## config.mk

```make
export PLATFORM = sky130hd
export DESIGN_NAME = busadd_datapath
export DESIGN_NICKNAME = d
export VERILOG_FILES = /design/src/rtl/busadd_pkg.sv /design/src/rtl/busadd_phase_ctrl.sv /design/src/rtl/busadd_ld_reg.sv /design/src/rtl/busadd_pg_adder.sv /design/src/rtl/busadd_datapath.sv
export SDC_FILE = /design/constraint.sdc
export NUM_CORES = 1
export LEC_CHECK = 0
export BUFFER_PORTS_ARGS = -buffer_cell sky130_fd_sc_hd__buf_2
export CAP_MARGIN = 15
export CORE_MARGIN = 2
export CORE_UTILIZATION = 30
export CTS_BUF_LIST = sky130_fd_sc_hd__clkbuf_16
export CTS_CLUSTER_SIZE = 28
export DETAILED_ROUTE_END_ITERATION = 8
export SLEW_MARGIN = 20
export SYNTH_ARGS = -nofsm -noshare
export SYNTH_HDL_FRONTEND = slang
export SYNTH_SLANG_ARGS = --single-unit
```

## constraint.sdc

```tcl
create_clock -name clk -period 5.9 [get_ports clk]
set_input_delay 0.295 -clock clk [delete_from_list [all_inputs] [get_ports clk]]
set_output_delay 0.295 -clock clk [all_outputs]
set_load 0.05 [all_outputs]
```

## src/rtl/busadd_pkg.sv

```systemverilog
package busadd_pkg;

    typedef enum logic [1:0] {
        PH_TAKE_A = 2'd0,
        PH_TAKE_B = 2'd1,
        PH_ADD    = 2'd2,
        PH_DRIVE  = 2'd3
    } phase_e;

    typedef struct packed {
        logic ld_a;
        logic ld_b;
        logic ld_c;
        logic drive;
    } ctrl_t;

    function automatic ctrl_t decode_phase(input phase_e ph);
        ctrl_t c;
        c.ld_a  = (ph == PH_TAKE_A);
        c.ld_b  = (ph == PH_TAKE_B);
        c.ld_c  = (ph == PH_ADD);
        c.drive = (ph == PH_DRIVE);
        return c;
    endfunction

    function automatic logic pg_sum(input logic p, input logic cin);
        return p ^ cin;
    endfunction

    function automatic logic pg_carry(input logic g, input logic p, input logic cin);
        return g | (p & cin);
    endfunction

endpackage

```

## src/rtl/busadd_phase_ctrl.sv

```systemverilog
module busadd_phase_ctrl
    import busadd_pkg::*;
(
    input  logic  clk,
    input  logic  rst,
    output ctrl_t ctrl
);
    phase_e phase_q;

    always_ff @(posedge clk) begin
        if (rst) phase_q <= PH_TAKE_A;
        else     phase_q <= phase_e'(phase_q + 2'd1);
    end

    always_comb ctrl = decode_phase(phase_q);
endmodule

```

## src/rtl/busadd_ld_reg.sv

```systemverilog
module busadd_ld_reg #(
    parameter int W = 8
) (
    input  logic         clk,
    input  logic         rst,
    input  logic         ld,
    input  logic [W-1:0] d,
    output logic [W-1:0] q
);
    always_ff @(posedge clk) begin
        if (rst)     q <= '0;
        else if (ld) q <= d;
    end
endmodule

```

## src/rtl/busadd_pg_adder.sv

```systemverilog
module busadd_pg_adder
    import busadd_pkg::*;
#(
    parameter int W = 8
) (
    input  logic [W-1:0] a,
    input  logic [W-1:0] b,
    output logic [W-1:0] s
);
    logic [W-1:0] cin;

    assign cin[0] = 1'b0;

    for (genvar i = 0; i < W; i++) begin : g_bit
        logic p;
        assign p    = a[i] ^ b[i];
        assign s[i] = pg_sum(p, cin[i]);
        if (i < W - 1) begin : g_carry
            logic g;
            assign g        = a[i] & b[i];
            assign cin[i+1] = pg_carry(g, p, cin[i]);
        end
    end
endmodule

```

## src/rtl/busadd_datapath.sv

```systemverilog
module busadd_datapath
    import busadd_pkg::*;
#(
    parameter int W = 8
) (
    input  logic         clk,
    input  logic         rst,
    input  logic [W-1:0] bus_in,
    output logic [W-1:0] bus_out,
    output logic         bus_oe,
    output logic [W-1:0] reg_a,
    output logic [W-1:0] reg_b,
    output logic [W-1:0] reg_c,
    output logic         res_valid
);
    ctrl_t        ctrl;
    logic [W-1:0] sum;

    busadd_phase_ctrl u_ctrl (
        .clk  (clk),
        .rst  (rst),
        .ctrl (ctrl)
    );

    busadd_ld_reg #(.W(W)) u_reg_a (
        .clk (clk), .rst (rst), .ld (ctrl.ld_a), .d (bus_in), .q (reg_a)
    );

    busadd_ld_reg #(.W(W)) u_reg_b (
        .clk (clk), .rst (rst), .ld (ctrl.ld_b), .d (bus_in), .q (reg_b)
    );

    busadd_pg_adder #(.W(W)) u_add (
        .a (reg_a), .b (reg_b), .s (sum)
    );

    busadd_ld_reg #(.W(W)) u_reg_c (
        .clk (clk), .rst (rst), .ld (ctrl.ld_c), .d (sum), .q (reg_c)
    );

    assign bus_oe    = ctrl.drive;
    assign res_valid = ctrl.drive;
    assign bus_out   = ctrl.drive ? reg_c : '0;
endmodule

```

# After elaboration in Yosys (flattened, before gate mapping)
# Index checks and enable logic that the tools add are counted.
# Widths: inputs -> output; s select.
# classes
n_addsub	1
n_eq_ne	3
muxes	1
n_bitwise	34
reduce_logical	1
# op_table
cell	n
$xor 1x1->1	15
$and 1x1->1	13
$mux 8	1
$or 1x1->1	6
$eq 2x2->1 const B	2
$add 2x1->2 const B	1
$eq 2x1->1 const B	1
$logic_not 2->1	1
# totals
reg_bits	26
input_bits	10
wordCells	44

# Longest topological paths before layout
# logic_depth
word_depth	14
ltp_mapped	10
ltp_nobuf	10

# Hierarchy
# Synthesis repeated with hierarchy kept, for this count alone.
# unflattened
hier_cells	106
area_unflattened_um2	1184.9
# by_module_without_submodules
module	instances	cells_per_inst	area_each_um2	seq_area_each_um2
busadd_ld_reg	3	26	285.3	160.2
busadd_pg_adder	1	9	163.9	0.0
busadd_phase_ctrl	1	10	107.6	40.0
busadd_datapath	1	9	57.6	0.0

# Worst setup path after synthesis
# Ideal clock, no wire load.
# synth_timing
kind	register -> register
from	register u_reg_a.q[0]
to	register u_reg_c.q[7]
setup_time_ns	0.117
t_arrival_ns	3.365
required_time_ns	5.783
path_slack_ns	2.418
stages_incl_launch_ff	11
path_buffers	0
cell_sequence	dfxtp_1 -> ha_1 -> fa_1 -> fa_1 -> fa_1 -> fa_1 -> fa_1 -> fa_1 -> xor3_1 -> mux2i_1 -> nor2_1
# synth_between
elab_chain_cells	14
# synth_lines
element	line_no	text
from (decl)	busadd_ld_reg.sv:8	output logic [W-1:0] q
from (signal assigned)	busadd_ld_reg.sv:11	if (rst) q <= '0;
from (signal assigned)	busadd_ld_reg.sv:12	else if (ld) q <= d;
$and 1x1->1	busadd_pg_adder.sv:20	assign g = a[i] & b[i];
$and 1x1->1	busadd_pkg.sv:31	return g | (p & cin);
$or 1x1->1	busadd_pkg.sv:31	
$and 1x1->1	busadd_pkg.sv:31	
$or 1x1->1	busadd_pkg.sv:31	
$and 1x1->1	busadd_pkg.sv:31	
$or 1x1->1	busadd_pkg.sv:31	
$and 1x1->1	busadd_pkg.sv:31	
$or 1x1->1	busadd_pkg.sv:31	
$and 1x1->1	busadd_pkg.sv:31	
$or 1x1->1	busadd_pkg.sv:31	
$and 1x1->1	busadd_pkg.sv:31	
$or 1x1->1	busadd_pkg.sv:31	
$xor 1x1->1	busadd_pkg.sv:27	return p ^ cin;
to (signal assigned)	busadd_ld_reg.sv:11	
to (signal assigned)	busadd_ld_reg.sv:12	
to (decl)	busadd_ld_reg.sv:8	
# No other way between the ends.
# A chain may end at the register's enable or synchronous reset.

# Worst setup path after layout
# Same ends and word-level chain as after synthesis.

==> reports/results.ini <==
[outcome]
outcome=completed

[setup_path]
cp-end-kind=register
cpMaxStageDelayCell=fa_1
critical_path_class=register to register
critical_path.startpoint_type=register
critical_path_required_ns=6.03
critical_path.cell_chain=ha_1 > fa_1 > fa_1 > fa_1 > fa_1 > fa_1 > fa_1 > xor3_1 > mux2i_1 > nor2_1
path_max_fanout=3
critical_path.most_common_cell=fa_1
largest_stage_delay_worst_path_ns=0.40
worstPathArrival_ns=3.53

[global_routing]
antenna_violations_before_repair=0
vias_in_the_first_global_route=817
gr-total-overflow=0
global_route_wire_length_before_repair_um=3750
grt_max_degree=27
track_usage_pct=11.5

[yosys]
syn_inst=105
post_synthesis_instance_area_mm2=0.00116
synth_top_family_by_area=multiplexers
syn_nets=126
netlist-cell-type-count=11
post_synth_and_or_nand_nor_area_fraction_pct=12.9
synth.yosys.seq_area_share_pct=44.7
post_synth_xor_area_fraction_pct=2.04
post_synth_fa_ha_maj_area_fraction_pct=15.7
yosys-mux-area-fraction_pct=20.6
compound_cell_area_share_of_the_yosys_netlist_pct=0
yosysWarningCount=0
syn_avg_cell_area_um2=11.1
yosys_register_bits=26

[floorplanning]
die_height_um=66.3
fp-row-count=22
top_level_ports=44
chip_width_um=66.3
floorplan.die_area_mm2=0.00440
design.core.area_mm2=0.00369
initial_core_util_pct=31.6

[route]
route.antenna.remaining_nets=0
route.detailed.drc=0
via_count=834
routed_via_density=4.32
detailedRoute.firstPassIterationCount=3
route.detailed.wl_per_inst_um=12.6
initialDrtViolationCount=24
finalWirelength_um=2430

[timing]
maxSlewHeadroom_pct=63.4
worst_hold_check_slack_ns=0.288
finalSetupTns_ns=0
timing.final.setup_violations=0
skew_ns=0.00445
fin_ws_ns=2.50
tightest_slew_ns=0.550
period_share_pct=57.6
hold_violations=0
achievable-frequency_mhz=294
finalMaxSlewViolations=0
finalCriticalPeriod_ns=3.40
grt_setup_unrepaired=false

[clocking]
clk_root_buffer_cell=clkbuf_16
tritoncts_num_sinks=26
cts_post_setup_buffers_inserted=0
cts_buffers=3
latest_clock_arrival_within_the_worst_skew_pair_ns=0.26
cts.hold.buffers_added=0
clk_pin_slew_worst_paths_ns=0.06
post_cts_resized=0
max-clock-path-buffers=2
total_number_of_h_tree_levels=1
cts_tree=done

[pwr]
power_density_mw_per_mm2=303
power_report.internal_total_uw=311
power.share.clock_pct=32.9
sequentialPowerShare_pct=44.4
power_switching_uw=138
cellLeakagePower_uw=0.000763
sw_ratio_pct=30.7
share_comb_of_total_power_pct=22.7
vdd.ir_drop.worst_uv=148

[final_layout]
area_growth_pct=27.0
n_fill_cell=393
multiInputGateArea_um2=597
register_area_um2=520
antenna_cells=0
nets=167
final_layout_size_suffix_gt1_share_pct=31.7

[place]
port-buffer-count=43
gp_routability_congestion=0.708
preCtsSetupSlack_ns=2.50
hpwlAfterDp_um=1830

[flow_run]
max-cap-violations=0

[hold_path]
min_path_type=primary input to register

## cell families (layout without fill, tap and decap cells)
family	count (synthesis)	in the layout
adder cells (fa/ha/maj)	11	11
XOR/XNOR	1	1
flip-flops	26	26
AND/OR/NAND/NOR	34	34
multiplexers	24	24
buffers and inverters	9	49
## final cells by class
| type | count | share of cell area [%] |
|---|---|---|
| Multi-Input combinational cell | 70 | 40.4 |
| Sequential cell | 26 | 35.2 |
| Timing Repair Buffer | 43 | 14.6 |
| Clock buffer | 3 | 5.08 |
| Tap cell | 48 | 4.06 |
| Inverter | 2 | 0.508 |
| Clock inverter | 1 | 0.254 |
## power by group through the flow
stage	Clock [µW]	Sequential, µW	Combinational (µW)
final	147	199	102
after global routing	159	201	109
after CTS	152	199	103
after detailed placement	0	203	103
after global placement	0	203	101
after floorplan	0	239	43.1
## registers in the layout, indices dropped and copies added (netlist names)
register and flops:
u_reg_c.q 8, u_reg_a.q 8, u_ctrl.phase_q 2, u_reg_b.q 8
## placed cells by master, fill, tap and decap left out
cell type	count
nor2b_1	1
nor2_1	25
buf_2	43
mux2i_1	24
clkbuf_16	3
dfxtp_1	26
ha_1	5
fa_1	6
clkinv_1	1
inv_1	2
and2_1	8
xor3_1	1
## cell usage after synthesis, drive strengths merged
cell type | n | share of area, %
fa | 6 | 10
and2 | 8 | 4.3
mux2i | 24 | 21
ha | 5 | 5.4
dfxtp | 26 | 45
xor3 | 1 | 2.0
inv | 2 | 0.64
nor2b | 1 | 0.54
nor2 | 25 | 8.1
buf | 7 | 3.4
## worst paths after layout
path | startpoint | endpoint | slack, ns | depth (start not counted)
worst min register to register | u_ctrl.phase_q[0]$_SDFF_PP0_ | u_ctrl.phase_q[0]$_SDFF_PP0_ | 0.47 | 1
worst min-delay path | bus_in[2] | u_reg_b.q[2]$_SDFFE_PP0N_ | 0.29 | 3
worst max-delay path | u_reg_a.q[0]$_SDFFE_PP0N_ | u_reg_c.q[7]$_SDFFE_PP0N_ | 2.50 | 10
worst max register to register | u_reg_a.q[0]$_SDFFE_PP0N_ | u_reg_c.q[7]$_SDFFE_PP0N_ | 2.50 | 10
## through the flow
step,cells,area (µm²),util [%],power (µW)
global placement,189,1400,38.0,303
global route,193,1480,40.1,469
finish,193,1480,40.1,448
detailed placement,189,1400,38.0,306
floorplan,105,1160,-,282
CTS,193,1480,40.1,455
## routing by layer
metal / wire (µm) / up-vias / global-route usage (%)
li1: - / 414 / -
met4: 40 / 0 / 4.59
met1: 1140 / 392 / 13.8
met2: 1130 / 24 / 20.0
met5: 0 / - / 0
met3: 119 / 4 / 2.21
## critical path, delay by kind of cell, from the launching register on
kind / cells / cell delay [ns]
adder cells (fa/ha/maj): 7 / 2.57
flip-flops: 1 / 0.33
XOR/XNOR: 1 / 0.21
multiplexers: 1 / 0.14
AND/OR/NAND/NOR: 1 / 0.05
Note: power is estimated with default switching activity, not from simulation.
